===== src/rtl/thermDutyPkg.sv =====
package thermDutyPkg;
  localparam logic [1:0] MODE_MAX_OF_BOTH = 2'b11;

  typedef struct packed {
    logic capture;   // latch the datapath result this cycle
  } ctrlStrobes_t;
endpackage


===== src/rtl/thermChannel.sv =====
module thermChannel #(
  parameter int TEMP_W    = 8,
  parameter int LOW_W     = 5,
  parameter int SLOPE_W   = 3,
  parameter int DUTY_W    = 8,
  parameter int LOW_SHIFT = 2
) (
  input  logic [TEMP_W-1:0]  temp,
  input  logic [LOW_W-1:0]   lowField,
  input  logic [SLOPE_W-1:0] slope,
  input  logic [TEMP_W-1:0]  passiveTemp,
  input  logic [DUTY_W-1:0]  minDuty,
  output logic [DUTY_W-1:0]  duty
);
  localparam int RAMP_W = TEMP_W + (1 << SLOPE_W);
  localparam logic [RAMP_W-1:0] DUTY_FULL = RAMP_W'((1 << DUTY_W) - 1);

  logic [TEMP_W-1:0] kneeTemp;
  logic [TEMP_W-1:0] overKnee;
  logic [RAMP_W-1:0] rampAdd;
  logic [RAMP_W-1:0] rampTotal;

  assign kneeTemp  = TEMP_W'(lowField) << LOW_SHIFT;
  assign overKnee  = temp - kneeTemp;
  assign rampAdd   = RAMP_W'(overKnee) << slope;
  assign rampTotal = rampAdd + RAMP_W'(minDuty);

  // Precedence: passive stop, knee clamp, saturating ramp.
  always_comb begin
    if (temp <= passiveTemp)
      duty = '0;
    else if (temp <= kneeTemp)
      duty = minDuty;
    else if (rampTotal > DUTY_FULL)
      duty = DUTY_W'(DUTY_FULL);
    else
      duty = rampTotal[DUTY_W-1:0];
  end
endmodule


===== src/rtl/thermDutyDatapath.sv =====
module thermDutyDatapath
  import thermDutyPkg::*;
#(
  parameter int TEMP_W       = 8,
  parameter int LOW_W        = 5,
  parameter int SLOPE_W      = 3,
  parameter int DUTY_W       = 8,
  parameter int LOW_SHIFT    = 2,
  parameter int SUPPRESS_LIM = 18
) (
  input  logic               clk,
  input  logic               rstN,
  input  ctrlStrobes_t       ctrl,
  input  logic [TEMP_W-1:0]  remoteTemp,
  input  logic [TEMP_W-1:0]  localTemp,
  input  logic [1:0]         modeSel,
  input  logic [LOW_W-1:0]   remLowField,
  input  logic [SLOPE_W-1:0] remSlope,
  input  logic [LOW_W-1:0]   locLowField,
  input  logic [SLOPE_W-1:0] locSlope,
  input  logic [TEMP_W-1:0]  passiveTemp,
  input  logic [DUTY_W-1:0]  minDuty,
  input  logic               tachEn,
  input  logic               tachMode,
  output logic [DUTY_W-1:0]  dutyOut
);
  localparam int NUM_CH = 2;   // index 0 remote, 1 local
  localparam logic [DUTY_W-1:0] LIM = DUTY_W'(SUPPRESS_LIM);

  logic [NUM_CH-1:0][TEMP_W-1:0]  chTemp;
  logic [NUM_CH-1:0][LOW_W-1:0]   chLow;
  logic [NUM_CH-1:0][SLOPE_W-1:0] chSlope;
  logic [NUM_CH-1:0][DUTY_W-1:0]  chDuty;
  logic [DUTY_W-1:0] pickedDuty;
  logic [DUTY_W-1:0] finalDuty;
  logic suppressOn;

  assign chTemp  = {localTemp, remoteTemp};
  assign chLow   = {locLowField, remLowField};
  assign chSlope = {locSlope, remSlope};

  for (genvar c = 0; c < NUM_CH; c++) begin : g_chan
    thermChannel #(
      .TEMP_W(TEMP_W), .LOW_W(LOW_W), .SLOPE_W(SLOPE_W),
      .DUTY_W(DUTY_W), .LOW_SHIFT(LOW_SHIFT)
    ) u_chan (
      .temp(chTemp[c]), .lowField(chLow[c]), .slope(chSlope[c]),
      .passiveTemp(passiveTemp), .minDuty(minDuty), .duty(chDuty[c])
    );
  end

  always_comb begin
    pickedDuty = chDuty[0];
    if (modeSel == MODE_MAX_OF_BOTH && chDuty[1] > chDuty[0])
      pickedDuty = chDuty[1];
  end

  assign suppressOn = tachEn && !tachMode;
  assign finalDuty  = (suppressOn && pickedDuty < LIM) ? '0 : pickedDuty;

  always_ff @(posedge clk or negedge rstN) begin
    if (!rstN)
      dutyOut <= '0;
    else if (ctrl.capture)
      dutyOut <= finalDuty;
  end
endmodule


===== src/rtl/thermDutyControl.sv =====
module thermDutyControl
  import thermDutyPkg::*;
(
  input  logic         clk,
  input  logic         rstN,
  input  logic         tempValid,
  output ctrlStrobes_t ctrl,
  output logic         dutyValid
);
  always_comb ctrl.capture = tempValid;

  always_ff @(posedge clk or negedge rstN) begin
    if (!rstN)
      dutyValid <= 1'b0;
    else
      dutyValid <= tempValid;
  end
endmodule


===== src/rtl/thermDutyTarget.sv =====
module thermDutyTarget
  import thermDutyPkg::*;
(
  input  logic       clk,
  input  logic       rstN,
  input  logic       tempValid,
  input  logic [7:0] remoteTemp,
  input  logic [7:0] localTemp,
  input  logic [1:0] modeSel,
  input  logic [4:0] remLowField,
  input  logic [2:0] remSlope,
  input  logic [4:0] locLowField,
  input  logic [2:0] locSlope,
  input  logic [7:0] passiveTemp,
  input  logic [7:0] minDuty,
  input  logic       tachEn,
  input  logic       tachMode,
  output logic [7:0] dutyOut,
  output logic       dutyValid
);
  ctrlStrobes_t ctrl;

  thermDutyControl u_ctrl (
    .clk(clk), .rstN(rstN), .tempValid(tempValid),
    .ctrl(ctrl), .dutyValid(dutyValid)
  );

  thermDutyDatapath #(
    .TEMP_W(8), .LOW_W(5), .SLOPE_W(3), .DUTY_W(8),
    .LOW_SHIFT(2), .SUPPRESS_LIM(18)
  ) u_dp (
    .clk(clk), .rstN(rstN), .ctrl(ctrl),
    .remoteTemp(remoteTemp), .localTemp(localTemp), .modeSel(modeSel),
    .remLowField(remLowField), .remSlope(remSlope),
    .locLowField(locLowField), .locSlope(locSlope),
    .passiveTemp(passiveTemp), .minDuty(minDuty),
    .tachEn(tachEn), .tachMode(tachMode), .dutyOut(dutyOut)
  );
endmodule


===== config.mk =====
export PLATFORM = sky130hd
export DESIGN_NAME = thermDutyTarget
export DESIGN_NICKNAME = d
export VERILOG_FILES = /design/src/rtl/thermDutyPkg.sv /design/src/rtl/thermChannel.sv /design/src/rtl/thermDutyDatapath.sv /design/src/rtl/thermDutyControl.sv /design/src/rtl/thermDutyTarget.sv
export SDC_FILE = /design/constraint.sdc
export NUM_CORES = 1
export LEC_CHECK = 0
export BUFFER_PORTS_ARGS = -buffer_cell sky130_fd_sc_hd__buf_2
export CAP_MARGIN = 10
export CORE_UTILIZATION = 48
export DETAILED_ROUTE_END_ITERATION = 10
export MAX_ROUTING_LAYER = met4
export PLACE_DENSITY_LB_ADDON = 0.12
export SYNTH_ARGS = -nofsm -noshare
export SYNTH_HDL_FRONTEND = slang
export SYNTH_HIERARCHICAL = 1
export SYNTH_SLANG_ARGS = --single-unit

===== constraint.sdc =====
create_clock -name clk -period 0.8 [get_ports clk]
set_input_delay 0.16 -clock clk [delete_from_list [all_inputs] [get_ports clk]]
set_output_delay 0.16 -clock clk [all_outputs]
set_load 0.02 [all_outputs]

* After elaboration in Yosys (flattened, before gate mapping) *
Index checks and enable logic that the tools add are counted.

storage, ports and cells
  output and inout bits = 9
  input port bits = 55
  register bits after elaboration = 9

cells by class
  add/subtract/negate cells = 4
  shift operators = 2
  equality and inequality tests = 1
  reduce and logical (&&, ||, !) cells = 4
  $lt $le $gt $ge = 8
  muxes and demuxes = 8

operators by type and width
  kind                                                                               number
  8-bit two-way mux                                                                  8
  16-bit by 8-bit adder with 16-bit output                                           2
  16-bit by 8-bit greater-than comparator with 1-bit output (second input constant)  2
  8-bit by 3-bit left shift with 16-bit output                                       2
  8-bit by 7-bit <= comparator with 1-bit output                                     2
  8-bit <= comparator                                                                2
  8-bit by 7-bit subtractor with 8-bit output                                        2
  8-bit greater-than comparator                                                      1
  8-bit by 5-bit less-than comparator with 1-bit output (second input constant)      1
  1-bit logical AND                                                                  3
  2-bit == test (second input constant)                                              1
  1-bit zero test                                                                    1

* Logic depth before layout (Yosys ltp) *
Gate-level depths: netlist (run 1).

  word-level depth = 13
  mapped depth = 28
  mapped depth without buffers = 26

* Hierarchy *
Netlist (run 1), hierarchy kept.

by module, submodules not included
  module                                 seq. area each (um^2)  area each (um^2)  cells each  instances
  thermChannel at u_dp.g_chan[1].u_chan  0.0                    1641.6            231         1
  thermChannel at u_dp.g_chan[0].u_chan  0.0                    1341.3            190         1
  thermDutyDatapath                      200.2                  724.4             75          1
  thermDutyControl                       25.0                   32.5              2           1

* Worst setup path after synthesis (run 1) *
Ideal clock, no wire load.

  path kind = in2reg
  from = input port localTemp[2]
  to = register u_dp.dutyOut[1]
  cell stages on the path = 25
  setup time = 0.087 ns
  setup slack = -4.583 ns
  path buffers = 2
  data arrival time = 5.297 ns
  data required time = 0.713 ns
  cells stage by stage = inv_1 -> ha_1 -> fa_1 -> nand2b_1 -> a21oi_1 -> xnor2_1 -> o21ai_2 -> o21a_1 -> mux2_2 -> ha_1 -> or3_1 -> o21ai_0 -> xnor2_1 -> o211ai_1 -> o21ai_0 -> and3_2 -> clkdlybuf4s18_2 -> a31oi_1 -> ha_1 -> a41oi_1 -> o21ai_4 -> a41oi_2 -> buf_6 -> mux2_4 -> a211oi_2

RTL lines
  what                    RTL line                 source
  start: declaration      thermDutyTarget.sv:8     input logic [7:0] localTemp,
  end signal: assignment  thermDutyDatapath.sv:65  dutyOut <= finalDuty;
  end: declaration        thermDutyDatapath.sv:25  output logic [DUTY_W-1:0] dutyOut

==> results of run 1 <==
==> sequential cells by signal, indices dropped and copies added, names as in the netlist <==
name / count
u_dp/dutyOut: 8
u_ctrl/dutyValid: 1
==> stage by stage <==
step	power, mW	instances
after floorplan	3.60	498
after global placement	5.55	795
after detailed placement	5.67	795
after CTS	7.06	814
after global routing	8.53	826
final	8.07	826
==> critical path, cell delays in order <==
cell and delay [ns]:
buf_2 0.12, inv_2 0.06, ha_4 0.19, nor2b_4 0.13
buf_4 0.14, o221a_4 0.24, mux2i_4 0.19, or2_4 0.26
o22ai_2 0.11, mux2i_1 0.11, ha_2 0.20, or3_4 0.39
o21a_1 0.20, nor2b_4 0.12, o21a_2 0.18, a311o_1 0.30
a21oi_4 0.15, buf_12 0.17, a31oi_4 0.11, ha_4 0.24
nor2b_4 0.12, o211ai_1 0.21, a211oi_2 0.14, a41oi_4 0.34
buf_6 0.20, mux2i_2 0.26, a21oi_1 0.13
==> what timing repair did <==
item,CTS,global route
pin swaps,19,27
buffers inserted,14,12
hold endpoints to repair,9,0
resized for setup,62,54
setup endpoints to repair,17,17
hold buffers,1,0
==> layer usage <==
| metal | GRT usage, % | vias to the layer above |
|---|---|---|
| li1 | - | 2298 |
| met4 | 9.54 | 0 |
| met2 | 55.0 | 246 |
| met1 | 37.6 | 2309 |
| met3 | 5.13 | 84 |
| met5 | - | - |
==> cell families after synthesis <==
kind of cell | Yosys count | share of synthesized area (%)
adder cells (fa/ha/maj) | 54 | 18.9
multiplexers | 23 | 7.29
AO/OA/AOI/OAI | 164 | 31.9
buffers and inverters | 73 | 9.00
XOR/XNOR | 27 | 6.52
flip-flops | 9 | 6.02
AND/OR/NAND/NOR | 148 | 20.4
==> where the power goes <==
| group | leakage, nW | switching [mW] | internal [mW] | total (mW) |
|---|---|---|---|---|
| registers | 0.105 | 0.0692 | 0.540 | 0.609 |
| logic | 2.81 | 3.44 | 3.46 | 6.90 |
| clock network | 0.0228 | 0.204 | 0.349 | 0.553 |
| total | 2.94 | 3.71 | 4.35 | 8.07 |
==> cell usage in the layout (no fill, tap or decap), types with 4 or more instances in the layout <==
master,Yosys,routed
nand3_1,16,14
nor2b_1,8,5
xnor2_1,18,15
buf_12,0,5
xor2_1,8,6
ha_2,0,4
nor3_1,5,4
o21a_1,8,8
a21oi_1,32,29
dfrtp_1,9,9
and3_1,4,4
nand2_1,24,24
a211oi_1,7,7
mux2_4,3,4
nor2_1,47,45
a31oi_4,0,7
a311oi_2,0,5
nand4_1,5,5
o21ai_1,3,4
ha_1,50,35
buf_4,3,178
o211ai_1,7,7
a211oi_2,7,7
inv_1,48,43
mux2i_1,16,10
buf_2,4,51
o21ai_0,32,29
a31oi_1,13,5
a21o_1,7,7
or4_1,5,5
nand2b_1,8,6
inv_2,1,5
buf_6,4,14
o21bai_1,5,5
ha_4,0,11
==> final timing paths <==
path / from / endpoint / depth (start not counted)
max in group asynchronous: rstN / u_ctrl/dutyValid / 2
max reg2reg: u_dp/dutyOut[5] / u_dp/dutyOut[5] / 3
min reg2reg: u_dp/dutyOut[0] / u_dp/dutyOut[0] / 2
min in group clk: tempValid / u_ctrl/dutyValid / 2
min: rstN / u_dp/dutyOut[2] / 2
max: locLowField[1] / u_dp/dutyOut[5] / 27
==> layout make-up <==
cell class,instances,area share [%]
multi-input cells,416,60.7
flip-flops and latches,9,3.61
repair buffers,249,29.8
clock buffers,4,0.722
well taps,99,1.98
inverters,49,3.15
==> run summary, run 1 <==
Run status: finished with violations
Failing checks: setup timing
Yosys warning count: 6
Post-Syn Area: 3740 µm²
Unrepaired setup endpoints after global routing: yes
Clk buf depth: 2
Clk Latency, worst-skew pair: 0.24 ns
CP required: 0.91 ns
GP Congestion: 0.921
MaxCap Viol Count: 0
Fin crit share: 635%
Leakage: 2.94 nW
Element type at the critical path end: flop
Fill count: 460
Async set-reset flop share out of synthesis: 100%
Number of remaining DRC errors: 0
Number of enable flip-flop cells after synthesis: 0
Via count: 4937
Peak supply drop: 0.000570 V
Cell Rows: 31
Final Instance Area: 6240 µm²
H-tree levels: 1
CP max FO: 8
Initial core utilization: 50.5%
Clock Sinks: 9
TritonCTS Buffers: 3
Area growth, synth to finish: 66.9%
R2R setup slack: -0.13 ns
CP startpoint kind: input port
CTS root buf: clkbuf_8
Slew HR: 53.7%
Cells after synthesis: 498
Post-route met1 wirelength: 5.93 mm
CTS tree: done
Seq/Total Area, Yosys: 6.02%
Final Setup Violations: 17
Largest net degree at the start of global routing: 18
Final hold viol count: 0
Crit Path Class: input port to flop
Final WL: 14.8 mm
Synth Register Bits: 9
Core ar.: 7410 µm²
Clk pin slew, worst setup/hold paths: 0.05 ns
Antenna viol nets, final: 0
Register Area: 225 µm²
Tmin final: 5.08 ns
Cell taking the most area after synthesis: ha_1
DR WL met3: 998 µm
Final hold slack: 0.318 ns
Port Buffers: 63
Slew Limit Fails: 0
Hpwl dp: 9.72 mm
Chip height: 90.3 µm
Top cell type's share of synthesized area: 16.7%
Drt pass-1 iters: 5
Fmax: 0.197 GHz
Routed len/inst: 17.9 µm
Congestion Overflow GR: 0
Die area: 8150 µm²
Pre-CTS setup slack: -4.68 ns
Vias/cell: 5.98
Core Util, Final: 84.2%
Power Dens Cells: 1290 nW/µm²
Multi-input logic area: 3790 µm²
Top-count cell post-synth: ha_1
Post-synth cell types: 83
Die width: 90.3 µm
Antenna fix cells: 0
Initial DRC Count: 331
Slew @ Worst Pin: 0.695 ns
Vias in the first global route: 4648
Setup TNS: -34.94 ns
Hold Crit Class: input port to async pin
Fin nets: 837
Post-synth top cells: 50 x ha_1, 48 x inv_1, 47 x nor2_1
Initial antenna violation count: 0
Post-Syn Area per Cell: 7.51 µm²
Syn_nets: 607
Area post-placement: 5350 µm²
Share of cells above drive strength 1: 49.1%
Top post-synthesis cells by area: ha_1 17%, dfrtp_1 6.0%, inv_1 4.8%
Data arrival time at the worst-slack endpoint: 5.19 ns
Top FF cell, synth: dfrtp_1
IO Count: 64
Gr usage total: 31.7%
DR WL met2: 7.08 mm
Skew final: 0 ns
First-pass GRT wire length: 21.0 mm
Setup WS post-layout: -4.28 ns
Uppermost routed layer: met4
Power figures use the tool's default switching activity.
==> run 2: changes to the inputs <==
ABC_AREA = 0   (was not set)
clock period = 5.1 ns   (was 0.8 ns; I/O delays follow)
==> run 2 against run 1 <==
  * Setup slack better by 3.5 ns
  * Largest power group unchanged
  * Sequential power down 85%
  * The run still ends with setup timing left
  * Worst hold slack better by 0.20 ns
  * Cell area is 7.8% lower
  * Die area is the same
  * Flip-flop and latch count stayed put
  * Critical path depth is 1 lower
==> run summary, run 2 (synthesized netlist as in run 1, its figures left out) <==
Gr usage total: 30.3%
IO Count: 64
First-pass GRT wire length: 20.1 mm
CP startpoint kind: input port
DP Cell Count: 786
Core Util, Final: 77.7%
CTS root buf: clkbuf_8
Slew HR: 53.5%
Regs by FF count: u_dp/dutyOut (8), u_ctrl/dutyValid (1)
Clk buf depth: 2
TritonCTS Buffers: 3
Unrepaired setup endpoints after global routing: yes
Clock Sinks: 9
Chip height: 90.3 µm
Element type at the critical path end: flop
Core ar.: 7410 µm²
MaxCap Viol Count: 0
Failing checks: setup timing
Initial DRC Count: 164
Tmin final: 5.84 ns
Drt pass-1 iters: 4
Top reg by flops: u_dp/dutyOut
Max FFs per register: 8
Vias/cell: 5.63
CP max FO: 8
Commonest cells after routing, fill and taps aside: 161 x buf_4, 61 x buf_2, 47 x nor2_1, 44 x inv_1, 41 x ha_1
Hold Crit Class: flop to flop
Antenna fix cells: 0
Power Dens Cells: 193 nW/µm²
Initial core utilization: 50.5%
Worst path depth: 26
Die width: 90.3 µm
Share of cells above drive strength 1: 44.6%
Hpwl dp: 9.63 mm
Clk pin slew, worst setup/hold paths: 0.05 ns
Top delay family on crit path: compound AO/OA/AOI/OAI gates
Non-Filler Instances: 806
Fin crit share: 115%
Skew final: 0 ns
Die area: 8150 µm²
Area growth, synth to finish: 53.9%
Critical path's largest stage delay: 0.36 ns
Fmax: 0.171 GHz
Peak supply drop: 0.0000877 V
Hold Path Cell Cnt: 2
Crit Path Class: input port to flop
Routed len/inst: 15.2 µm
Slew Limit Fails: 0
Data arrival time at the worst-slack endpoint: 6.00 ns
Leakage: 2.79 nW
Slew @ Worst Pin: 0.695 ns
Number of remaining DRC errors: 0
Final WL: 12.3 mm
Critical-path top delay cell: fa_2
CTS tree: done
Fin nets: 817
Most common cell after layout, fill and taps aside: buf_4
Setup WS post-layout: -0.744 ns
Run status: finished with violations
Antenna viol nets, final: 0
Largest net degree at the start of global routing: 19
Final Setup Violations: 8
Clk Latency, worst-skew pair: 0.24 ns
Initial antenna violation count: 0
Worst reg2reg path depth: 2
CP required: 5.25 ns
Vias in the first global route: 4485
Via count: 4539
GP Congestion: 0.970
Congestion Overflow GR: 0
H-tree levels: 1
Final hold viol count: 0
WP buf/inv: 4
Cell Rows: 31
Port Buffers: 63
[run 2: changes by cell type in the layout (fill, tap and decap cells not counted), moves of 4 or more]
cell     delta
buf_6      -11
buf_4      -17
ha_4        -4
buf_2      +10
ha_1        +6
mux2i_1     +4
[run 2: layer usage]
layer	vias up	wire, µm	GRT usage, %	part of all wire [%]
met1	2083	5440	37.0	44
met4	0	309	9.81	2.5
met5	-	0	-	0
li1	2264	-	-	-
met2	160	6030	53.2	49
met3	32	509	1.60	4.1
[run 2: area by class of cell]
type / count / area [µm²]
Multi-Input combinational cell: 416 / 3540
Fill cell: 501 / 1650
Timing Repair Buffer: 229 / 1620
Sequential cell: 9 / 225
Inverter: 49 / 191
Tap cell: 99 / 124
Clock buffer: 3 / 41.3
Clock inverter: 1 / 5.00
[run 2: per-stage QoR]
| step | hold slack [ns] | instance area, µm² | setup TNS (ns) | worst slack, ns | total power, mW |
|---|---|---|---|---|---|
| 2_1_floorplan | 0.621 | 3850 | -6.98 | -0.942 | 0.571 |
| 3_3_place_gp | 0.498 | 5290 | -8.38 | -1.07 | 0.867 |
| 3_5_place_dp | 0.505 | 5290 | -9.30 | -1.18 | 0.889 |
| 4_1_cts | 0.520 | 5640 | -4.35 | -0.610 | 1.06 |
| 5_1_grt | 0.577 | 5750 | -7.26 | -0.948 | 1.20 |
| 6_report | 0.521 | 5750 | -5.53 | -0.744 | 1.11 |
[run 2: repair_timing]
item	4_1_cts	5_1_grt
endpoints found under the setup margin	8	8
hold buffers	0	0
gates resized for setup	33	16
buffers inserted	13	3
pin swaps	19	5
[run 2: worst min-delay path: stages, from the launching register on]
cell and delay, ns:
dfrtp_1 0.33, nor2_1 0.04, a21oi_1 0.10
[run 2: path summary, 6_finish.rpt]
kind | startpoint | end | slack [ns]
max in group asynchronous | rstN | u_dp/dutyOut[2] | 4.30
hold / removal | u_dp/dutyOut[5] | u_dp/dutyOut[5] | 0.52
min in group asynchronous | rstN | u_dp/dutyOut[3] | 0.63
setup / recovery | localTemp[2] | u_dp/dutyOut[4] | -0.74
hold reg to reg | u_dp/dutyOut[5] | u_dp/dutyOut[5] | 0.52
setup reg to reg | u_dp/dutyOut[2] | u_dp/dutyOut[2] | 4.35
[run 2: where the power goes]
group / switching (mW) / leakage, nW / internal (mW)
Clock: 0.0299 / 0.0255 / 0.0534
Sequential: 0.00624 / 0.105 / 0.0846
Combinational: 0.468 / 2.66 / 0.470
Total: 0.504 / 2.79 / 0.608
